[src/rtl/picPkg.sv]
package picPkg;
  localparam int LINE_CNT = 8;
  localparam int LVL_W    = $clog2(LINE_CNT);
  localparam int BYTE_W   = 8;

  typedef enum logic [1:0] {PH_RUN, PH_BASE, PH_CASC, PH_MODE} initPhaseT;

  typedef struct packed {
    logic              initClr;
    logic              baseLoad;
    logic              maskLoad;
    logic              eoiClr;
    logic [LVL_W-1:0]  eoiLvl;
    logic              ackTake;
    logic [LVL_W-1:0]  ackLvl;
    logic              inInit;
    logic [BYTE_W-1:0] wrData;
  } unitStrobeT;

  // Index of the lowest set bit (highest priority); 0 when none set.
  function automatic logic [LVL_W-1:0] lowestSet(input logic [LINE_CNT-1:0] v);
    logic [LVL_W-1:0] r;
    r = '0;
    for (int i = LINE_CNT - 1; i >= 0; i--) begin
      if (v[i]) r = LVL_W'(i);
    end
    return r;
  endfunction
endpackage

[src/rtl/picUnit.sv]
module picUnit
  import picPkg::*;
#(
  parameter bit                IS_MASTER = 1'b1,
  parameter int                CASC_LINE = 2,
  parameter logic [BYTE_W-1:0] RST_MASK  = 8'hFB,
  parameter logic [BYTE_W-1:0] RST_BASE  = 8'h00
) (
  input  logic                clk,
  input  logic                rstN,
  input  unitStrobeT          stb,
  input  logic [LINE_CNT-1:0] rawLines,
  input  logic                cascIn,
  output logic                intOut,
  output logic [LVL_W-1:0]    winLine,
  output logic [BYTE_W-1:0]   vecBase
);
  localparam logic [BYTE_W-1:0] BASE_KEEP = ~BYTE_W'((1 << LVL_W) - 1);

  logic [LINE_CNT-1:0] prevLines, irr, isr, mask;
  logic [LINE_CNT-1:0] edgeHit, edgeUse, reqView, eligible, ackSet, eoiClrV;
  logic [BYTE_W-1:0]   baseReg;
  logic [LVL_W-1:0]    isrTop;
  logic                blocked;

  assign edgeHit = rawLines & ~prevLines;

  generate
    if (IS_MASTER) begin : gCascadeHost
      // the cascade position is fed by the secondary unit, not by an input pin
      always_comb begin
        edgeUse            = edgeHit;
        edgeUse[CASC_LINE] = 1'b0;
      end
    end else begin : gLeaf
      assign edgeUse = edgeHit;
    end
  endgenerate

  always_comb begin
    reqView = irr;
    if (IS_MASTER) reqView[CASC_LINE] = cascIn;
  end

  assign eligible = reqView & ~mask;
  assign winLine  = lowestSet(eligible);
  assign isrTop   = lowestSet(isr);
  assign blocked  = (isr != '0) && (isrTop <= winLine);
  assign intOut   = (eligible != '0) && !blocked && !stb.inInit;
  assign ackSet   = stb.ackTake ? (LINE_CNT'(1) << stb.ackLvl) : '0;
  assign eoiClrV  = stb.eoiClr  ? (LINE_CNT'(1) << stb.eoiLvl) : '0;
  assign vecBase  = baseReg;

  always_ff @(posedge clk) begin
    if (!rstN) begin
      prevLines <= '0;
      irr       <= '0;
      isr       <= '0;
      mask      <= RST_MASK;
      baseReg   <= RST_BASE & BASE_KEEP;
    end else begin
      prevLines <= rawLines;
      if (stb.initClr) begin
        irr <= '0;
        isr <= '0;
      end else begin
        irr <= (irr & ~ackSet) | edgeUse;
        isr <= (isr & ~eoiClrV) | ackSet;
      end
      if (stb.maskLoad) mask    <= stb.wrData;
      if (stb.baseLoad) baseReg <= stb.wrData & BASE_KEEP;
    end
  end

  // an accepted acknowledge leaves its level in service
  a_r9_ack_sets_isr: assert property (@(posedge clk) disable iff (!rstN)
    stb.ackTake && !stb.initClr |=> isr[$past(stb.ackLvl)]);

  // an acknowledged line without a fresh edge is no longer pending
  a_r5_ack_drops_request: assert property (@(posedge clk) disable iff (!rstN)
    stb.ackTake && !stb.initClr && !edgeUse[stb.ackLvl] |=> !irr[$past(stb.ackLvl)]);

  // a specific end-of-interrupt retires its level
  a_r10_eoi_clears_level: assert property (@(posedge clk) disable iff (!rstN)
    stb.eoiClr && !(stb.ackTake && stb.ackLvl == stb.eoiLvl) |=> !isr[$past(stb.eoiLvl)]);

  // a forwarded request never sits on a masked line
  a_r4_mask_blocks: assert property (@(posedge clk) disable iff (!rstN)
    intOut |-> !mask[winLine]);
endmodule

[src/rtl/picCtrl.sv]
module picCtrl
  import picPkg::*;
#(
  parameter int CASC_LINE = 2
) (
  input  logic              clk,
  input  logic              rstN,
  input  logic              regWrEn,
  input  logic [1:0]        regSel,
  input  logic [BYTE_W-1:0] regWrData,
  input  logic              intAck,
  input  logic              mInt,
  input  logic [LVL_W-1:0]  mWin,
  input  logic [BYTE_W-1:0] mBase,
  input  logic              sInt,
  input  logic [LVL_W-1:0]  sWin,
  input  logic [BYTE_W-1:0] sBase,
  output unitStrobeT        mStb,
  output unitStrobeT        sStb,
  output logic [BYTE_W-1:0] ackVector
);
  localparam int         UNIT_CNT     = 2;
  localparam int         SEL_UNIT_BIT = 1;
  localparam int         SEL_PORT_BIT = 0;
  localparam int         INIT_BIT     = 4;
  localparam logic [2:0] EOI_CODE     = 3'b011;

  logic [UNIT_CNT-1:0] initStartV, eoiV, baseLoadV, maskLoadV, inInitV;
  logic                takeCasc;
  logic [BYTE_W-1:0]   vecNext;

  generate
    for (genvar c = 0; c < UNIT_CNT; c++) begin : gUnit
      initPhaseT phase;
      logic      hit, cmdWr, datWr;

      assign hit   = regWrEn && (regSel[SEL_UNIT_BIT] == 1'(c));
      assign cmdWr = hit && !regSel[SEL_PORT_BIT];
      assign datWr = hit &&  regSel[SEL_PORT_BIT];

      assign initStartV[c] = cmdWr && regWrData[INIT_BIT];
      assign eoiV[c]       = cmdWr && !regWrData[INIT_BIT] && (phase == PH_RUN)
                             && (regWrData[BYTE_W-1:BYTE_W-3] == EOI_CODE);
      assign baseLoadV[c]  = datWr && (phase == PH_BASE);
      assign maskLoadV[c]  = datWr && (phase == PH_RUN);
      assign inInitV[c]    = (phase != PH_RUN);

      always_ff @(posedge clk) begin
        if (!rstN) begin
          phase <= PH_RUN;
        end else if (initStartV[c]) begin
          phase <= PH_BASE;
        end else if (datWr) begin
          unique case (phase)
            PH_BASE: phase <= PH_CASC;
            PH_CASC: phase <= PH_MODE;
            PH_MODE: phase <= PH_RUN;
            default: phase <= PH_RUN;
          endcase
        end
      end
    end
  endgenerate

  assign takeCasc = mInt && (mWin == LVL_W'(CASC_LINE));

  always_comb begin
    mStb.initClr  = initStartV[0];
    mStb.baseLoad = baseLoadV[0];
    mStb.maskLoad = maskLoadV[0];
    mStb.eoiClr   = eoiV[0];
    mStb.eoiLvl   = regWrData[LVL_W-1:0];
    mStb.ackTake  = intAck && mInt;
    mStb.ackLvl   = mWin;
    mStb.inInit   = inInitV[0];
    mStb.wrData   = regWrData;

    sStb.initClr  = initStartV[1];
    sStb.baseLoad = baseLoadV[1];
    sStb.maskLoad = maskLoadV[1];
    sStb.eoiClr   = eoiV[1];
    sStb.eoiLvl   = regWrData[LVL_W-1:0];
    sStb.ackTake  = intAck && takeCasc;
    sStb.ackLvl   = sWin;
    sStb.inInit   = inInitV[1];
    sStb.wrData   = regWrData;
  end

  always_comb begin
    if (!mInt)         vecNext = mBase | BYTE_W'(LINE_CNT - 1);
    else if (takeCasc) vecNext = sBase | BYTE_W'(sWin);
    else               vecNext = mBase | BYTE_W'(mWin);
  end

  always_ff @(posedge clk) begin
    if (!rstN)       ackVector <= '0;
    else if (intAck) ackVector <= vecNext;
  end

  // a unit in its setup sequence forwards nothing
  a_r2_init_silences_primary: assert property (@(posedge clk) disable iff (!rstN)
    inInitV[0] |-> !mInt);

  // acknowledge without a forwarded request yields level 7
  a_r12_spurious_level: assert property (@(posedge clk) disable iff (!rstN)
    intAck && !mInt |=> ackVector[LVL_W-1:0] == LVL_W'(LINE_CNT - 1));

  // granting the cascade level implies the secondary holds a request
  a_r11_cascade_has_source: assert property (@(posedge clk) disable iff (!rstN)
    intAck && takeCasc |-> sInt);
endmodule

[src/rtl/picPair.sv]
module picPair
  import picPkg::*;
#(
  parameter int                CASC_LINE     = 2,
  parameter logic [BYTE_W-1:0] PRI_RST_MASK  = 8'hFB,
  parameter logic [BYTE_W-1:0] SEC_RST_MASK  = 8'hFF,
  parameter logic [BYTE_W-1:0] PRI_RST_BASE  = 8'h00,
  parameter logic [BYTE_W-1:0] SEC_RST_BASE  = 8'h08
) (
  input  logic                    clk,
  input  logic                    rstN,
  input  logic                    regWrEn,
  input  logic [1:0]              regSel,
  input  logic [BYTE_W-1:0]       regWrData,
  input  logic [2*LINE_CNT-1:0]   irqIn,
  input  logic                    intAck,
  output logic                    intReq,
  output logic [BYTE_W-1:0]       ackVector
);
  unitStrobeT        mStb, sStb;
  logic              mInt, sInt;
  logic [LVL_W-1:0]  mWin, sWin;
  logic [BYTE_W-1:0] mBase, sBase;

  picCtrl #(.CASC_LINE(CASC_LINE)) u_ctrl (
    .clk(clk), .rstN(rstN), .regWrEn(regWrEn), .regSel(regSel), .regWrData(regWrData),
    .intAck(intAck), .mInt(mInt), .mWin(mWin), .mBase(mBase),
    .sInt(sInt), .sWin(sWin), .sBase(sBase),
    .mStb(mStb), .sStb(sStb), .ackVector(ackVector)
  );

  picUnit #(.IS_MASTER(1'b1), .CASC_LINE(CASC_LINE), .RST_MASK(PRI_RST_MASK),
            .RST_BASE(PRI_RST_BASE)) u_primary (
    .clk(clk), .rstN(rstN), .stb(mStb), .rawLines(irqIn[LINE_CNT-1:0]), .cascIn(sInt),
    .intOut(mInt), .winLine(mWin), .vecBase(mBase)
  );

  picUnit #(.IS_MASTER(1'b0), .CASC_LINE(CASC_LINE), .RST_MASK(SEC_RST_MASK),
            .RST_BASE(SEC_RST_BASE)) u_secondary (
    .clk(clk), .rstN(rstN), .stb(sStb), .rawLines(irqIn[2*LINE_CNT-1:LINE_CNT]), .cascIn(1'b0),
    .intOut(sInt), .winLine(sWin), .vecBase(sBase)
  );

  assign intReq = mInt;
endmodule

[config.mk]
export PLATFORM = sky130hd
export DESIGN_NAME = picPair
export DESIGN_NICKNAME = d
export VERILOG_FILES = /design/src/rtl/picPkg.sv /design/src/rtl/picUnit.sv /design/src/rtl/picCtrl.sv /design/src/rtl/picPair.sv
export SDC_FILE = /design/constraint.sdc
export NUM_CORES = 1
export LEC_CHECK = 0
export ABC_AREA = 1
export BUFFER_PORTS_ARGS = -buffer_cell sky130_fd_sc_hd__clkbuf_2
export CORE_MARGIN = 4
export CORE_UTILIZATION = 30
export CTS_BUF_LIST = sky130_fd_sc_hd__clkbuf_8
export DETAILED_ROUTE_END_ITERATION = 16
export GPL_TIMING_DRIVEN = 0
export SLEW_MARGIN = 20
export SYNTH_ARGS = -nofsm -noshare
export SYNTH_HDL_FRONTEND = slang
export SYNTH_SLANG_ARGS = --single-unit
[constraint.sdc]
create_clock -name clk -period 3.1 [get_ports clk]
set_clock_uncertainty 0.1 [all_clocks]
set_input_delay 0.465 -clock clk [delete_from_list [all_inputs] [get_ports clk]]
set_output_delay 0.465 -clock clk [all_outputs]
set_load 0.02 [all_outputs]
After elaboration in Yosys (flattened, before gate mapping)
Cells that the tools add are included.
{"block": "totals", "regBits": 86, "latchBits": 0, "ram_bits": 0, "rom_bits": 0, "input_bits": 30, "out_inout_bits": 9, "word_cells": 139, "mem_count": 0}
{"block": "classes", "add_sub_neg": 0, "multipliers": 0, "n_div": 0, "magnitude_cmp": 2, "eq_ne": 6, "shift": 3, "muxes": 44, "bitwise": 24, "reduce_logical": 45}
{"operator": "3-bit two-way mux", "count": 32}
{"operator": "8-bit bitwise AND", "count": 8}
{"operator": "8-bit NOT", "count": 8}
{"operator": "8-bit two-way mux", "count": 6}
{"operator": "8-bit OR", "count": 4}
{"operator": "8-bit nonzero test", "count": 4}
{"operator": "1-bit logical AND", "count": 27}
{"operator": "1-bit by 3-bit left shift with 8-bit output, first input constant", "count": 3}
{"operator": "8-bit by 3-bit OR with 8-bit output", "count": 2}
{"operator": "2-bit case mux with 2 select lines", "count": 2}
{"operator": "2-bit nonzero test", "count": 4}
{"operator": "3-bit by 2-bit equality test with 1-bit output, second input constant", "count": 2}
{"operator": "3-bit <= comparator", "count": 2}
{"operator": "1-bit logical NOT", "count": 6}
{"operator": "2-bit by 1-bit equality test with 1-bit output, second input constant", "count": 2}
{"operator": "2-bit equality test, second input constant", "count": 2}
{"operator": "2-bit logical NOT", "count": 2}
{"operator": "1-bit two-way mux", "count": 4}
{"operator": "2-bit OR reduction", "count": 2}
{"operator": "1-bit NOT", "count": 2}

Longest topological paths before layout
{"block": "logic_depth", "ltp_word": 35, "depth_mapped": 33, "ltp_nobuf": 33}

Modules after synthesis
Synthesis repeated with hierarchy kept, for this count alone.
{"block": "unflattened", "cells_unflattened": 636, "area_unflattened_um2": 4357.9}
{"module": "picUnit (u_secondary)", "instances": 1, "cells_each": 237, "area_per_inst_um2": 1661.6, "seq_area_each_um2": 740.7}
{"module": "picUnit (u_primary)", "instances": 1, "cells_each": 229, "area_per_inst_um2": 1597.8, "seq_area_each_um2": 700.7}
{"module": "picCtrl", "instances": 1, "cells_each": 169, "area_per_inst_um2": 1094.8, "seq_area_each_um2": 240.2}
{"module": "picPair", "instances": 1, "cells_each": 1, "area_per_inst_um2": 3.8, "seq_area_each_um2": 0.0}

Least setup slack after synthesis
No wires, ideal clock.
{"block": "synth_path", "path_type": "reg2out", "startpoint": "register u_secondary.mask[1]", "endpoint": "output port intReq", "arrival_time_ps": 2849, "t_required_ps": 2535, "path_slack_ps": -314, "stages_incl_launch_ff": 22, "path_buffers": 0, "cell_sequence": "dfxtp_1 -> inv_2 -> nand2_1 -> nand2_2 -> nor3_2 -> inv_1 -> ha_1 -> a21oi_1 -> nand2_1 -> nand2_1 -> nand2_2 -> nand3_4 -> nand2_4 -> nor2_8 -> inv_2 -> ha_1 -> a21oi_1 -> nand2_1 -> a22oi_2 -> nor2_4 -> nand2_4 -> inv_4"}
{"block": "synth_between", "elab_chain_cells": 18, "word_cells_on_any_way": 20, "cone_classes": "2 x order compare; 5 x mux; 3 x bitwise; 10 x reduce/logical"}
{"item": "start: declaration", "line_no": "picUnit.sv:20", "source": "logic [LINE_CNT-1:0] prevLines, irr, isr, mask;"}
{"item": "start signal: assignment", "line_no": "picUnit.sv:70", "source": "if (stb.maskLoad) mask <= stb.wrData;"}
{"item": "8-bit NOT (*)", "line_no": "picUnit.sv:45", "source": "assign eligible = reqView & ~mask;"}
{"item": "8-bit bitwise AND (*)", "line_no": "picUnit.sv:45"}
{"item": "3-bit two-way mux (2 in series)", "line_no": "picPkg.sv:25", "source": "if (v[i]) r = LVL_W'(i);"}
{"item": "3-bit <= comparator", "line_no": "picUnit.sv:48", "source": "assign blocked = (isr != '0) && (isrTop <= winLine);"}
{"item": "1-bit logical AND", "line_no": "picUnit.sv:48"}
{"item": "1-bit logical NOT", "line_no": "picUnit.sv:49", "source": "assign intOut = (eligible != '0) && !blocked && !stb.inInit;"}
{"item": "1-bit logical AND (*) (2 in series)", "line_no": "picUnit.sv:49"}
{"item": "8-bit bitwise AND (*)", "line_no": "picUnit.sv:45"}
{"item": "3-bit two-way mux (3 in series)", "line_no": "picPkg.sv:25"}
{"item": "3-bit <= comparator", "line_no": "picUnit.sv:48"}
{"item": "1-bit logical AND", "line_no": "picUnit.sv:48"}
{"item": "1-bit logical NOT", "line_no": "picUnit.sv:49"}
{"item": "1-bit logical AND (*) (2 in series)", "line_no": "picUnit.sv:49"}
{"item": "end: declaration", "line_no": "picPair.sv:17", "source": "output logic intReq,"}
Every way passes the cells marked *; elsewhere a longest branch is shown, timed or not.

Final worst setup path
{"block": "layout_path", "startpoint": "register u_secondary.mask[7]", "endpoint": "register u_secondary.irr[5]"}
{"block": "layout_between", "elab_chain_cells": 30, "word_cells_on_any_way": 34, "cone_classes": "2 x order compare; 1 x eq/ne; 1 x shift; 12 x mux; 6 x bitwise; 12 x reduce/logical"}
{"item": "8-bit NOT (*)", "line_no": "picUnit.sv:45"}
{"item": "8-bit bitwise AND (*)", "line_no": "picUnit.sv:45"}
{"item": "3-bit two-way mux (8 in series)", "line_no": "picPkg.sv:25"}
{"item": "3-bit <= comparator", "line_no": "picUnit.sv:48"}
{"item": "1-bit logical AND", "line_no": "picUnit.sv:48"}
{"item": "1-bit logical NOT", "line_no": "picUnit.sv:49"}
{"item": "1-bit logical AND (2 in series)", "line_no": "picUnit.sv:49"}
{"item": "8-bit bitwise AND", "line_no": "picUnit.sv:45"}
{"item": "(+5 left out)"}
{"item": "1-bit logical NOT", "line_no": "picUnit.sv:49"}
{"item": "1-bit logical AND (2 in series)", "line_no": "picUnit.sv:49"}
{"item": "1-bit logical AND", "line_no": "picCtrl.sv:65", "source": "assign takeCasc = mInt && (mWin == LVL_W'(CASC_LINE));"}
{"item": "1-bit logical AND", "line_no": "picCtrl.sv:83", "source": "sStb.ackTake = intAck && takeCasc;"}
{"item": "8-bit two-way mux (*)", "line_no": "picUnit.sv:50", "source": "assign ackSet = stb.ackTake ? (LINE_CNT'(1) << stb.ackLvl) : '0;"}
{"item": "8-bit NOT (*)", "line_no": "picUnit.sv:67", "source": "irr <= (irr & ~ackSet) | edgeUse;"}
{"item": "8-bit bitwise AND (*)", "line_no": "picUnit.sv:67"}
{"item": "8-bit OR (*)", "line_no": "picUnit.sv:67"}
{"item": "end signal: assignment", "line_no": "picUnit.sv:67"}
{"item": "end: declaration", "line_no": "picUnit.sv:20"}
Marks and branches as above.
A chain may end at the register's enable or synchronous reset.

==> impl_results.md <==
- Status: finished, violations left
- Failing checks: setup timing
- Vias: 3,767
- Post-Place Cells: 757
- Setup Viol. Count Final: 40
- Filler cells: 1,337
- Number of synthesis warnings: 0
- Seq cells post-synth: 84
- Slowest-stage cell, CP: dfxtp_2
- CTS tree: yes
- CTS Buf Count: 9
- Post-Synth XOR/XNOR Area: 0%
- Max-cap viol count: 0
- First-pass GRT wire length: 18,000 um
- Finished Cell Area: 5360 sq um
- Arr. time, crit path: 3.91 ns
- CP max stage delay: 0.33 ns
- Initial antenna violation count: 0
- ANT nets after route: 0
- Drt pass-1 iters: 4
- Syn avg cell area: 7.50 sq um
- Buf/Inv on CP: 7
- Gpl congestion: 0.888
- Mux contribution to synthesized area: 0%
- Synth cell types: 38
- Ports: 39
- Synth top area share: 41.0%
- Startpoint Class: flip-flop
- Cell area after synthesis: 4100 sq um
- Drt wl/cell: 14.0 um
- Worst-path clk slew: 0.09 ns
- Leakage dissipation: 0.00249 uW
- Die X: 125 um
- Post-synthesis compound-gate area fraction: 16.9%
- Max Clk Rate: 266 MHz
- CTS HTree Levels: 3
- Share of cells above drive strength 1: 34.0%
- Fin crit share: 121%
- Main combinational cell family by area after synthesis: simple AND/OR/NAND/NOR gates
- Die H: 125 um
- Synth area leaders: dfxtp_1 (41%), nand2_1 (11%), inv_1 (8.1%)
- CTS max path bufs: 2
- Fin nets: 670
- Power Density: 458 nW/um^2
- Synthesized-area fraction occupied by adder cells: 3.66%
- Slew Viols, Final: 0
- DRT iter0 DRCs: 222
- Most Frequent Cell on Critical Path: nand2_1
- Starting Density: 30.8%
- Finished Layout Cells: 809
- Vias per Instance: 4.66
- Hold-fix buffers at CTS: 0
- DRC: 0
- Critical Path Sink Type: flip-flop
- Die area: 15,600 sq um
- Simple-gate share of the synthesized area: 27.0%
- Maximum vdd drop: 0.203 mV
- GRT overflow: 0
- P&R area growth vs syn: 30.9%
- Row cnt: 42
- Mapped Nets: 588
- ANT cells: 0
- CP Class: reg2reg
- Tot GR Track Use: 14.4%
- DP Area: 4580 sq um
- Core Area: 13,300 sq um
- Root Buffer: clkbuf_8
- Hold Crit Class: in2reg
- Final min period: 3.76 ns
- Vias in the first global route: 3,722
- Final worst setup slack: -0.663 ns
- Post-synthesis sequential area ratio: 41.0%
- Final-report hold violation count: 0
- Maximum net fanout on the critical path: 5
- Kind of cell adding the most delay to the critical path: simple AND/OR/NAND/NOR gates
- Final hold slack: 0.175 ns
- Worst slew pin tran: 0.641 ns
- Setup WS pre-CTS: -0.626 ns
- Area leader, netlist: dfxtp_1
- Crit path required time: 3.25 ns
- Total Routed Length: 11,300 um
- # clock sinks: 84
- Final HPWL DP: 8140 um
- Mapped Cells: 546
- Largest net degree at the start of global routing: 16
- Port Buffers: 35
- Worst skew pair latency: 0.38 ns
- Relative slew margins: 57.3%
- TNS Setup: -20.49 ns
- RSZ-0062 raised after global routing: yes
-- worst min-delay path: stages --
cell and delay (ns):
clkbuf_2 0.09, nand2_1 0.04, inv_1 0.04
-- Yosys cell counts, drive strengths merged --
master	count
a21oi	71
a22oi	1
a31oi	4
buf	4
clkbuf	8
clkinv	1
dfxtp	84
ha	12
inv	96
nand2	132
nand3	36
nand3b	1
nand4	7
nor2	28
nor3	8
nor4	1
o211ai	2
o21ai	49
or2	1
-- worst paths after layout --
path | startpoint | end | slack (ns) | depth (start not counted)
hold / removal | irqIn[14] | u_secondary.prevLines[6] | 0.18 | 3
setup / recovery | u_secondary.mask[7] | u_secondary.irr[5] | -0.66 | 28
setup reg to reg | u_secondary.mask[7] | u_secondary.irr[5] | -0.66 | 28
hold reg to reg | u_primary.vecBase[3] | u_primary.vecBase[3] | 0.36 | 2
-- per-stage QoR --
| stage | utilization [%] | power [uW] |
|---|---|---|
| floorplan | - | 1470 |
| global placement | 34.5 | 1580 |
| detailed placement | 34.5 | 1580 |
| CTS | 38.5 | 2410 |
| global route | 40.3 | 2570 |
| finish | 40.3 | 2460 |
-- routing by layer --
layer | vias to the layer above | GRT usage (%) | share of wire (%)
met5 | - | 0 | 0
met4 | 0 | 4.97 | 2.0
met3 | 17 | 3.90 | 7.1
met2 | 91 | 22.5 | 45
met1 | 1741 | 19.2 | 46
li1 | 1918 | - | -
-- cells in the final DEF, fill, tap and decap left out, types with 4 or more instances in the layout --
cell type / n
a21oi_1: 54
a21oi_2: 15
buf_4: 33
buf_6: 4
clkbuf_1: 7
clkbuf_2: 34
clkbuf_8: 10
dfxtp_1: 75
dfxtp_2: 8
ha_1: 6
ha_4: 6
inv_1: 79
inv_2: 14
nand2_1: 94
nand2_2: 22
nand2_4: 16
nand3_1: 21
nand3_2: 8
nand3_4: 7
nand4_1: 5
nor2_1: 18
nor2_2: 4
nor2_4: 4
o21ai_0: 47
-- registers in the layout, indices dropped and copies added, names as in the netlist, 7 cells and up --
name                   flops
u_ctrl.ackVector           8
u_primary.irr              7
u_primary.isr              8
u_primary.mask             8
u_primary.prevLines        7
u_secondary.irr            8
u_secondary.isr            8
u_secondary.mask           8
u_secondary.prevLines      8
-- repair_timing --
action,CTS,global route
endpoints found under the hold margin,0,0
endpoints found under the setup margin,40,40
gates resized for setup,49,33
buffers inserted,21,15
pin swaps,31,25
-- report_power, final --
part | internal [uW] | leakage, uW | switching, uW
logic | 226 | 0.00171 | 323
clock network | 318 | 0.0000893 | 430
registers | 1130 | 0.000690 | 30.4
total | 1670 | 0.00249 | 783
-- logic make-up after synthesis --
group | count (synthesis)
simple gates | 214
compound gates | 127
flops | 84
buf+inv | 109
fa+ha+maj | 12
-- area by class of cell --
class	instances	area [sq um]	area share, %
Multi-Input combinational cell	353	2310	43.1
Sequential cell	84	1700	31.6
Timing Repair Buffer	71	475	8.87
Inverter	97	379	7.07
Tap cell	176	220	4.11
Clock buffer	10	138	2.57
Buffer	12	98.8	1.84
Clock inverter	6	46.3	0.863
(Power assumes the default switching activity.)
